[src/rtl/spi_fifo_pkg.sv]
package spi_fifo_pkg;

    localparam int          HDR_ADDR_W   = 6;
    localparam logic [5:0]  ADDR_TXQ     = 6'h3E;
    localparam logic [5:0]  ADDR_RXQ     = 6'h3F;
    localparam logic [5:0]  STROBE_END   = 6'h10;
    localparam logic [3:0]  STB_FLUSH_TX = 4'h8;
    localparam logic [3:0]  STB_FLUSH_RX = 4'h9;

    typedef enum logic [2:0] {
        DEC_ADDR,
        DEC_REG_HI,
        DEC_REG_LO,
        DEC_TXQ,
        DEC_RXQ
    } dec_state_e;

    typedef struct packed {
        logic [3:0] zero;
        logic       rx_ovf;
        logic       tx_ovf;
        logic       tx_udf;
        logic       rx_avail;
    } status_t;

    typedef struct packed {
        logic                  rd;
        logic [HDR_ADDR_W-1:0] addr;
    } hdr_t;

    function automatic hdr_t split_hdr(input logic [7:0] b);
        hdr_t h;
        h.rd   = b[6];
        h.addr = b[5:0];
        return h;
    endfunction

    function automatic logic is_strobe(input logic [HDR_ADDR_W-1:0] a);
        return a < STROBE_END;
    endfunction

endpackage

[src/rtl/spi_byte_shifter.sv]
module spi_byte_shifter #(
    parameter int BYTE_W = 8
) (
    input  logic              clk,
    input  logic              rst,
    input  logic              csn,
    input  logic              sclk,
    input  logic              mosi,
    input  logic [BYTE_W-1:0] next_byte,
    output logic              miso,
    output logic              load_pulse,
    output logic              byte_done,
    output logic [BYTE_W-1:0] byte_val
);
    localparam int CNT_W = $clog2(BYTE_W);

    logic              sclk_q, csn_q;
    logic [CNT_W-1:0]  bit_cnt;
    logic [BYTE_W-1:0] in_sr, out_sr;
    logic              rise, fall, cs_start;

    assign rise       = !csn && sclk && !sclk_q;
    assign fall       = !csn && !sclk && sclk_q;
    assign cs_start   = !csn && csn_q;
    assign load_pulse = cs_start || (fall && bit_cnt == '0);
    assign miso       = !csn && out_sr[BYTE_W-1];

    always_ff @(posedge clk) begin
        if (rst) begin
            sclk_q    <= 1'b0;
            csn_q     <= 1'b1;
            bit_cnt   <= '0;
            in_sr     <= '0;
            out_sr    <= '0;
            byte_done <= 1'b0;
            byte_val  <= '0;
        end else begin
            sclk_q    <= sclk;
            csn_q     <= csn;
            byte_done <= 1'b0;
            if (csn) begin
                bit_cnt <= '0;
            end else if (rise) begin
                in_sr   <= {in_sr[BYTE_W-2:0], mosi};
                bit_cnt <= bit_cnt + 1'b1;
                if (bit_cnt == CNT_W'(BYTE_W - 1)) begin
                    byte_done <= 1'b1;
                    byte_val  <= {in_sr[BYTE_W-2:0], mosi};
                end
            end
            if (load_pulse)
                out_sr <= next_byte;
            else if (fall)
                out_sr <= {out_sr[BYTE_W-2:0], 1'b0};
        end
    end

    // a deselect always leaves the bit counter at the byte boundary
    assert_cnt_cleared_R11: assert property (@(posedge clk) disable iff (rst)
        csn |=> bit_cnt == '0);

    // the output shifter holds still while the serial clock is high
    assert_out_stable_high_R12: assert property (@(posedge clk) disable iff (rst)
        (!csn && !csn_q && sclk && sclk_q) |=> $stable(out_sr));

endmodule

[src/rtl/byte_queue.sv]
module byte_queue #(
    parameter int DEPTH = 128,
    parameter int WIDTH = 8
) (
    input  logic             clk,
    input  logic             rst,
    input  logic             flush,
    input  logic             push,
    input  logic [WIDTH-1:0] wdata,
    input  logic             pop,
    output logic [WIDTH-1:0] rdata,
    output logic             empty,
    output logic             full
);
    localparam int AW = $clog2(DEPTH);

    logic [WIDTH-1:0] mem [DEPTH];
    logic [AW:0]      wr_ptr, rd_ptr, count;
    logic             do_push, do_pop;

    assign count   = wr_ptr - rd_ptr;
    assign empty   = count == '0;
    assign full    = count == (AW+1)'(DEPTH);
    assign do_push = push && !full;
    assign do_pop  = pop && !empty;
    assign rdata   = mem[rd_ptr[AW-1:0]];

    always_ff @(posedge clk) begin
        if (rst || flush) begin
            wr_ptr <= '0;
            rd_ptr <= '0;
        end else begin
            if (do_push) wr_ptr <= wr_ptr + 1'b1;
            if (do_pop)  rd_ptr <= rd_ptr + 1'b1;
        end
    end

    always_ff @(posedge clk) begin
        if (do_push) mem[wr_ptr[AW-1:0]] <= wdata;
    end

    // a push into a full queue changes nothing
    assert_no_overflow_R9: assert property (@(posedge clk) disable iff (rst)
        (push && full && !pop && !flush) |=> $stable(count));

    // a pop from an empty queue changes nothing
    assert_no_underrun_R7: assert property (@(posedge clk) disable iff (rst)
        (pop && empty && !push && !flush) |=> $stable(count));

    // flush leaves the queue empty
    assert_flush_empties_R3: assert property (@(posedge clk) disable iff (rst)
        flush |=> empty);

endmodule

[src/rtl/spi_fifo_ctrl.sv]
module spi_fifo_ctrl
    import spi_fifo_pkg::*;
#(
    parameter int TXQ_DEPTH = 128,
    parameter int RXQ_DEPTH = 128
) (
    input  logic        clk,
    input  logic        rst,
    input  logic        spi_csn,
    input  logic        spi_sclk,
    input  logic        spi_mosi,
    output logic        spi_miso,
    output logic        strobe_pulse,
    output logic [3:0]  strobe_code,
    output logic [5:0]  reg_addr,
    output logic        reg_wr,
    output logic [15:0] reg_wdata,
    input  logic [15:0] reg_rdata,
    input  logic        tx_pop,
    output logic [7:0]  tx_data,
    output logic        tx_empty,
    input  logic        rx_push,
    input  logic [7:0]  rx_data,
    output logic        rx_full
);
    dec_state_e dec_q;
    logic       hdr_rd_q, rd_armed_q;
    logic [7:0] hi_q;
    logic       tx_udf_q, tx_ovf_q, rx_ovf_q;

    logic       load_pulse, byte_done;
    logic [7:0] byte_val, next_byte;
    hdr_t       hdr;
    status_t    status;

    logic       tx_push, tx_full;
    logic       rx_spi_push, rx_q_push, rx_pop, rx_empty;
    logic [7:0] rx_q_wdata, rx_head;
    logic       strobe_hit, flush_tx, flush_rx;

    spi_byte_shifter #(.BYTE_W(8)) u_shift (
        .clk        (clk),
        .rst        (rst),
        .csn        (spi_csn),
        .sclk       (spi_sclk),
        .mosi       (spi_mosi),
        .next_byte  (next_byte),
        .miso       (spi_miso),
        .load_pulse (load_pulse),
        .byte_done  (byte_done),
        .byte_val   (byte_val)
    );

    assign hdr         = split_hdr(byte_val);
    assign strobe_hit  = byte_done && !spi_csn && dec_q == DEC_ADDR && is_strobe(hdr.addr);
    assign flush_tx    = strobe_hit && byte_val[3:0] == STB_FLUSH_TX;
    assign flush_rx    = strobe_hit && byte_val[3:0] == STB_FLUSH_RX;
    assign tx_push     = byte_done && !spi_csn && dec_q == DEC_TXQ && !hdr_rd_q;
    assign rx_spi_push = byte_done && !spi_csn && dec_q == DEC_RXQ && !hdr_rd_q;
    assign rx_pop      = byte_done && !spi_csn && dec_q == DEC_RXQ && hdr_rd_q && rd_armed_q;

    // the radio has priority on the receive write port
    assign rx_q_push  = rx_push || rx_spi_push;
    assign rx_q_wdata = rx_push ? rx_data : byte_val;

    byte_queue #(.DEPTH(TXQ_DEPTH), .WIDTH(8)) u_txq (
        .clk   (clk),
        .rst   (rst),
        .flush (flush_tx),
        .push  (tx_push),
        .wdata (byte_val),
        .pop   (tx_pop),
        .rdata (tx_data),
        .empty (tx_empty),
        .full  (tx_full)
    );

    byte_queue #(.DEPTH(RXQ_DEPTH), .WIDTH(8)) u_rxq (
        .clk   (clk),
        .rst   (rst),
        .flush (flush_rx),
        .push  (rx_q_push),
        .wdata (rx_q_wdata),
        .pop   (rx_pop),
        .rdata (rx_head),
        .empty (rx_empty),
        .full  (rx_full)
    );

    always_comb begin
        status          = '0;
        status.rx_avail = !rx_empty;
        status.tx_udf   = tx_udf_q;
        status.tx_ovf   = tx_ovf_q;
        status.rx_ovf   = rx_ovf_q;
    end

    always_comb begin
        unique case (dec_q)
            DEC_ADDR:   next_byte = status;
            DEC_TXQ:    next_byte = hdr_rd_q ? 8'h00 : status;
            DEC_RXQ:    next_byte = (hdr_rd_q && !rx_empty) ? rx_head : 8'h00;
            DEC_REG_HI: next_byte = hdr_rd_q ? reg_rdata[15:8] : 8'h00;
            DEC_REG_LO: next_byte = hdr_rd_q ? reg_rdata[7:0] : 8'h00;
            default:    next_byte = 8'h00;
        endcase
    end

    always_ff @(posedge clk) begin
        if (rst) begin
            dec_q        <= DEC_ADDR;
            hdr_rd_q     <= 1'b0;
            rd_armed_q   <= 1'b0;
            hi_q         <= '0;
            reg_addr     <= '0;
            reg_wr       <= 1'b0;
            reg_wdata    <= '0;
            strobe_pulse <= 1'b0;
            strobe_code  <= '0;
            tx_udf_q     <= 1'b0;
            tx_ovf_q     <= 1'b0;
            rx_ovf_q     <= 1'b0;
        end else begin
            strobe_pulse <= strobe_hit;
            reg_wr       <= 1'b0;
            if (strobe_hit) strobe_code <= byte_val[3:0];

            if (flush_tx) begin
                tx_udf_q <= 1'b0;
                tx_ovf_q <= 1'b0;
            end else begin
                if (tx_pop && tx_empty) tx_udf_q <= 1'b1;
                if (tx_push && tx_full) tx_ovf_q <= 1'b1;
            end
            if (flush_rx)
                rx_ovf_q <= 1'b0;
            else if ((rx_push && rx_full) || (rx_spi_push && (rx_full || rx_push)))
                rx_ovf_q <= 1'b1;

            if (spi_csn)
                rd_armed_q <= 1'b0;
            else if (load_pulse)
                rd_armed_q <= dec_q == DEC_RXQ && hdr_rd_q && !rx_empty;

            if (spi_csn) begin
                dec_q <= DEC_ADDR;
            end else if (byte_done) begin
                unique case (dec_q)
                    DEC_ADDR: begin
                        hdr_rd_q <= hdr.rd;
                        if (is_strobe(hdr.addr)) begin
                            dec_q <= DEC_ADDR;
                        end else if (hdr.addr == ADDR_TXQ) begin
                            dec_q <= DEC_TXQ;
                        end else if (hdr.addr == ADDR_RXQ) begin
                            dec_q <= DEC_RXQ;
                        end else begin
                            dec_q    <= DEC_REG_HI;
                            reg_addr <= hdr.addr;
                        end
                    end
                    DEC_REG_HI: begin
                        hi_q  <= byte_val;
                        dec_q <= DEC_REG_LO;
                    end
                    DEC_REG_LO: begin
                        if (!hdr_rd_q) begin
                            reg_wr    <= 1'b1;
                            reg_wdata <= {hi_q, byte_val};
                        end
                        dec_q <= DEC_ADDR;
                    end
                    default: dec_q <= dec_q;
                endcase
            end
        end
    end

    // deselect returns the decoder to address decoding
    assert_csn_resets_decoder_R11: assert property (@(posedge clk) disable iff (rst)
        spi_csn |=> dec_q == DEC_ADDR);

    // a strobe leaves the decoder waiting for an address
    assert_strobe_keeps_addr_R2: assert property (@(posedge clk) disable iff (rst)
        strobe_pulse |-> dec_q == DEC_ADDR);

    // a register write completes the access
    assert_regwr_ends_access_R4: assert property (@(posedge clk) disable iff (rst)
        reg_wr |-> (dec_q == DEC_ADDR && $past(dec_q) == DEC_REG_LO));

    // the underflow flag holds until a transmit flush
    assert_udf_sticky_R10: assert property (@(posedge clk) disable iff (rst)
        (tx_udf_q && !flush_tx) |=> tx_udf_q);

    // a transmit read burst never appends to the queue
    assert_txq_readonly_R6: assert property (@(posedge clk) disable iff (rst)
        (dec_q == DEC_TXQ && hdr_rd_q && tx_empty && !tx_pop) |=> tx_empty);

endmodule

[config.mk]
export PLATFORM = sky130hd
export DESIGN_NAME = spi_fifo_ctrl
export DESIGN_NICKNAME = d
export VERILOG_FILES = /design/src/rtl/spi_fifo_pkg.sv /design/src/rtl/spi_byte_shifter.sv /design/src/rtl/byte_queue.sv /design/src/rtl/spi_fifo_ctrl.sv
export SDC_FILE = /design/constraint.sdc
export NUM_CORES = 2
export LEC_CHECK = 0
export BUFFER_PORTS_ARGS = -buffer_cell sky130_fd_sc_hd__buf_2
export CAP_MARGIN = 5
export CORE_MARGIN = 10
export CORE_UTILIZATION = 50
export DETAILED_ROUTE_END_ITERATION = 8
export PLACE_DENSITY_LB_ADDON = 0.05
export SYNTH_ARGS = -nofsm -noshare
export SYNTH_HDL_FRONTEND = slang
export SYNTH_SLANG_ARGS = --single-unit
[constraint.sdc]
create_clock -name clk -period 12.82 [get_ports clk]
set_clock_uncertainty 0.05 [all_clocks]
set_input_delay 1.923 -clock clk [delete_from_list [all_inputs] [get_ports clk]]
set_output_delay 1.923 -clock clk [all_outputs]
set_load 0.005 [all_outputs]
Word level (Yosys, flattened, before mapping)
Memory sizes are Yosys's and may differ from the RTL's. A register that Yosys moved wholly into a read port is not among the register bits.
Cells that the tools add are included.

word-level totals
  register bits after elaboration = 105
  memory bits (writable) = 2048
  input port bits = 31
  output and inout bits = 39
  memories kept = 2

memory list
  memory     words  bits a word  read ports  clocked after memory_dff  wr ports  line              RTL
  u_rxq.mem  128    8            1           1                         1         byte_queue.sv:17  logic [WIDTH-1:0] mem [DEPTH];
  u_txq.mem  128    8            1           1                         1         byte_queue.sv:17

operators by class
  add/sub/neg operators = 7
  $lt $le $gt $ge = 1
  equality and inequality tests = 11
  muxes and demuxes = 22
  bitwise logic cells = 8
  reductions and logical operators = 61

operators by type and width
  cell                                                                   number
  8-bit 2-to-1 mux                                                       6
  8-bit one-hot mux with 5 select lines                                  1
  8-bit by 1-bit adder with 8-bit output, second input constant          4
  1-bit logical AND                                                      29
  7-bit 2-to-1 mux                                                       4
  8-bit equality test, second input constant                             2
  8-bit logical NOT                                                      2
  8-bit subtractor                                                       2
  6-bit equality test, second input constant                             2
  3-bit 2-to-1 mux                                                       3
  3-bit one-hot mux with 3 select lines                                  1
  3-bit AND reduction                                                    3
  4-bit equality test, second input constant                             2
  1-bit logical NOT                                                      8
  1-bit inverter                                                         8
  3-bit by 2-bit equality test with 1-bit output, second input constant  2
  3-bit equality test, second input constant                             2
  3-bit logical NOT                                                      2
  1-bit logical OR                                                       6
  6-bit by 5-bit < comparator with 1-bit output, second input constant   1
  1-bit 2-to-1 mux                                                       6
  6-bit AND reduction                                                    1
  2-bit OR reduction                                                     3
  4-bit 2-to-1 mux                                                       1
  8 further kinds                                                        9

Longest topological paths before layout
  depth in word-level cells = 8
  mapped depth = 12
  gate-level depth less buffers = 10

By module
Synthesis repeated with hierarchy kept, for this count alone.

unflattened totals
  cells, all modules = 4208
  area, all modules = 84700.0 um^2

by module, submodules not included
  module            instances  cells an instance  area each (um^2)  seq. area each (um^2)
  byte_queue        2          1921               40745.3           31209.9
  spi_fifo_ctrl     1          242                1995.7            880.8
  spi_byte_shifter  1          124                1213.7            580.6

Worst setup path after synthesis
No wires, ideal clock.

  path kind = flip-flop to flip-flop
  start point = reg u_shift.byte_val[0]
  end point = mem u_rxq.mem[0][0], data pin
  library setup time = 1199 ps
  arrival time = 7476 ps
  data required time = 11571 ps
  slack = 4095 ps
  cell stages (with the launch flop) = 3
  buffers on the path = 0
  period minus slack after synthesis = 8725 ps
  path through = dfxtp_1 > inv_1 > o21ai_0

on the way
  cells in the longest elaborated chain, start to end = 1

ends and longest elaborated chain
  element                 line                    RTL
  from (decl)             spi_byte_shifter.sv:13  output logic [BYTE_W-1:0] byte_val
  from (signal assigned)  spi_byte_shifter.sv:48  byte_val <= {in_sr[BYTE_W-2:0], mosi};
  8-bit 2-to-1 mux        spi_fifo_ctrl.sv:64     assign rx_q_wdata = rx_push ? rx_data : byte_val;
  net rx_q_wdata[0]       spi_fifo_ctrl.sv:38     logic [7:0] rx_q_wdata, rx_head;
  to (decl)               byte_queue.sv:17

The timed path passes the listed nets, and every way through them passes these cells.

==> impl_results.md <==
- CP Capture Type: output port
- Initial Util: 50.2%
- Slew headroom: 15.1%
- DRC violations left: 0
- Final hold violations: 0
- # H-tree levels: 4
- PortBufs: 69
- Final hold slack: 0.397 ns
- F_max: 0.136 GHz
- Vias in the first global route: 40.9k
- CTS tree: yes
- Hpwl dp: 121000 um
- Reg power frac: 52.3%
- Routed Antenna Nets: 0
- Synth warn: 0
- Post-synth EDFFs: 2048
- Buf/Inv on CP: 3
- Later-pin clock latency in the skew report: 0.86 ns
- GR Overflow Total: 0
- Initial antenna violation count: 1
- Layout cells sized above 1: 27.1%
- Final Max Tran Viols: 0
- Startpoint Class: flip-flop
- Total Routing Usage GR: 22.1%
- Hold Path End: u_shift.byte_val[7]$_SDFFE_PP0P_
- Hold-critical path depth: 2
- Power Dens Cells: 156 mW/mm2
- Via density: 6.09
- LEAKAGE: 28.3 nW
- Number of DRC markers in iteration 0: 3902
- Post-DR wirelength/cell: 31.3 um
- Switching Power: 3.13 mW
- Worst endpoint required time: 10.85 ns
- Die height: 432 um
- Clock share of power: 42.9%
- Critical Path AT: 5.37 ns
- Buffers inserted by post-CTS timing repair: 0
- Worst r2r path cells: 9
- Most used cell along the critical path: mux4_2
- Slowest Stage Delay on Critical Path: 0.89 ns
- Setup violators final: 0
- Top layer reached by signal wires: met4
- CP Max Fanout: 100
- Cells after Synth: 4027
- Status: completed
- FP Rows: 151
- Routability cong.: 0.791
- Clock root buffer: clkbuf_16
- Global-route wire length before repair: 298000 um
- HP Class: flip-flop to flip-flop
- Worst path cell trace: buf_12 > buf_4 > mux4_2 > mux4_2 > mux4_2 > mux2_2 > buf_2
- Final #Nets: 4229
- Post-synthesis sequential area ratio: 75.4%
- WL met2: 107000 um
- Switching Share: 21.2%
- Layout area overhead: 11.7%
- Main combinational cell family by area after synthesis: multiplexers
- Yosys cell types: 75
- CTS Hold Bufs: 0
- Peak VDD IR: 163 uV
- Max Cap Viol: 0
- Flops & latches, synth: 2167
- Setup TNS: 0 ns
- DRT met1 WL: 82600 um
- Post-CTS sizing: 0
- Routed wl met3: 9890 um
- Clk pin slew, worst setup/hold paths: 0.06 ns
- Final worst path period share: 57.3%
- R2R Path Start: u_rxq.wr_ptr[4]$_SDFFE_PP0P_
- Cts bufs inserted: 216
- DRT Pass-1 Iters: 7
- Combinational power share: 4.8%
- Most frequent cells in the layout: edfxtp_1, mux4_2, nor2_1
- R2r setup slk: 8.07 ns
- Slowest cell on the critical path: buf_4
- Int Pwr: 11.6 mW
- Delay-heaviest family, CP: multiplexers
- Ys flop type: edfxtp_1
- Die Width: 432 um
- Hold Path Origin: u_shift.in_sr[6]$_SDFFE_PP0P_
- Vias post-DR: 40.0k
- Syn Nets: 4079
- Post-synthesis adder-cell area fraction: 0.322%
- Synth Area in Compound Gates: 1.44%
- Worst r2r dst: u_rxq.mem[38][4]$_DFFE_PP_
- Area of the core: 0.169 mm2
- Post-synthesis mux area share: 17.8%
- Xor/xnor cell area share of the yosys netlist: 0.217%
- Max Root-Sink Buffers: 3
- Synth Area in Simple Gates: 3.49%
- Slew @ Worst Pin: 1.27 ns
- RSZ-0062 raised after global routing: false
- Leading cell type in the layout, fill and taps excluded: edfxtp_1
- Clk sinks: 2167
- Classification of the worst setup path: flip-flop to output port
- Aggregate routed wire length: 205000 um
- # IOs: 70
- Min Tclk post-route: 7.35 ns
- Die area: 0.186 mm2
- Syn Area/Cell: 21.0 um2
- Post-Synthesis Cell Area: 0.0847 mm2
- Fraction of registers with async set/reset: 0%
- Largest net degree at the start of global routing: 119
[sequential cells by signal (all words and copies together), names as in the netlist, 4 cells and up, named ones only]
name / flops
u_shift.byte_val: 8
reg_addr: 6
u_shift.out_sr: 8
u_rxq.rd_ptr: 8
u_shift.in_sr: 7
reg_wdata: 16
u_rxq.mem: 1024
hi_q: 8
strobe_code: 4
u_txq.wr_ptr: 8
u_txq.mem: 1024
u_rxq.wr_ptr: 8
u_txq.rd_ptr: 8
[layer usage]
layer	GRT usage, %	vias to the layer above
li1	-	17000
met5	0	-
met2	38.1	1207
met3	3.33	327
met4	6.56	0
met1	29.2	21500
[power by group through the flow]
stage / combinational [mW] / sequential (mW) / clock, mW
2_1_floorplan: 0.549 / 7.86 / 0
3_3_place_gp: 0.719 / 7.88 / 0
3_5_place_dp: 0.729 / 7.88 / 0
4_1_cts: 0.730 / 7.73 / 6.45
5_1_grt: 0.765 / 7.73 / 6.74
6_report: 0.704 / 7.73 / 6.33
[Yosys cell counts (21+ instances only)]
cell type     n  area [um2]
a21oi_1      73         365
buf_1        43         161
buf_2        55         275
buf_4        29         218
clkbuf_1     90         338
dfxtp_1     119        2380
edfxtp_1   2048       61500
ha_1         21         263
inv_1        28         105
mux2_2       29         327
mux2i_1      46         460
mux4_2      635       14300
nand2_1     139         522
nand3_1      41         205
nor2_1      352        1320
nor3_1       25         125
o21ai_0      24         120
[how the worst max path moves through the flow]
stage	startpoint	end	cells past startpoint
2_1_floorplan	u_shift.byte_val[0]$_SDFFE_PP0P_	u_rxq.mem[0][0]$_DFFE_PP_	2
3_3_place_gp	flip-flop	tx_data[6]	7
3_5_place_dp	flip-flop	tx_data[0]	7
4_1_cts	flip-flop	tx_data[0]	7
5_1_grt	flip-flop	tx_data[6]	7
6_report	flip-flop	tx_data[0]	7
[worst min-delay path: stages (launching register included)]
cell and delay, ns:
dfxtp_1 0.31, nand2_1 0.05, a21oi_1 0.05
[kinds of logic (layout without fill, tap and decap cells)]
group,Yosys count,in the layout
buffers and inverters,250,571
DFF,2167,2167
xor gates and xnor gates,21,21
AOI/OAI and AO/OA,187,187
other,0,2
and+or+nand+nor,670,670
muxes,710,710
adders and majority gates,22,22
[per-stage QoR]
step | instance area (um2) | util, % | setup slack [ns] | total power [mW] | cells
final | 94700 | 56.1 | 5.47 | 14.8 | 6568
after detailed placement | 87600 | 51.9 | 6.16 | 8.61 | 6177
after floorplan | 84700 | - | 4.10 | 8.40 | 4027
after CTS | 94700 | 56.1 | 5.22 | 14.9 | 6566
after global placement | 87600 | 51.9 | 6.20 | 8.60 | 6177
after global routing | 94700 | 56.1 | 5.06 | 15.2 | 6566
[final cells by class]
| type | count | area [um2] |
|---|---|---|
| clock inverter | 124 | 1390 |
| sequential | 2167 | 63900 |
| multi-input combinational | 1610 | 19800 |
| antenna | 2 | 5.00 |
| tap | 2218 | 2780 |
| fill | 12600 | 74200 |
| inverter | 30 | 113 |
| clock buffer | 265 | 5680 |
| timing repair buffer | 152 | 1020 |
Note: power is estimated with default switching activity, not from simulation.
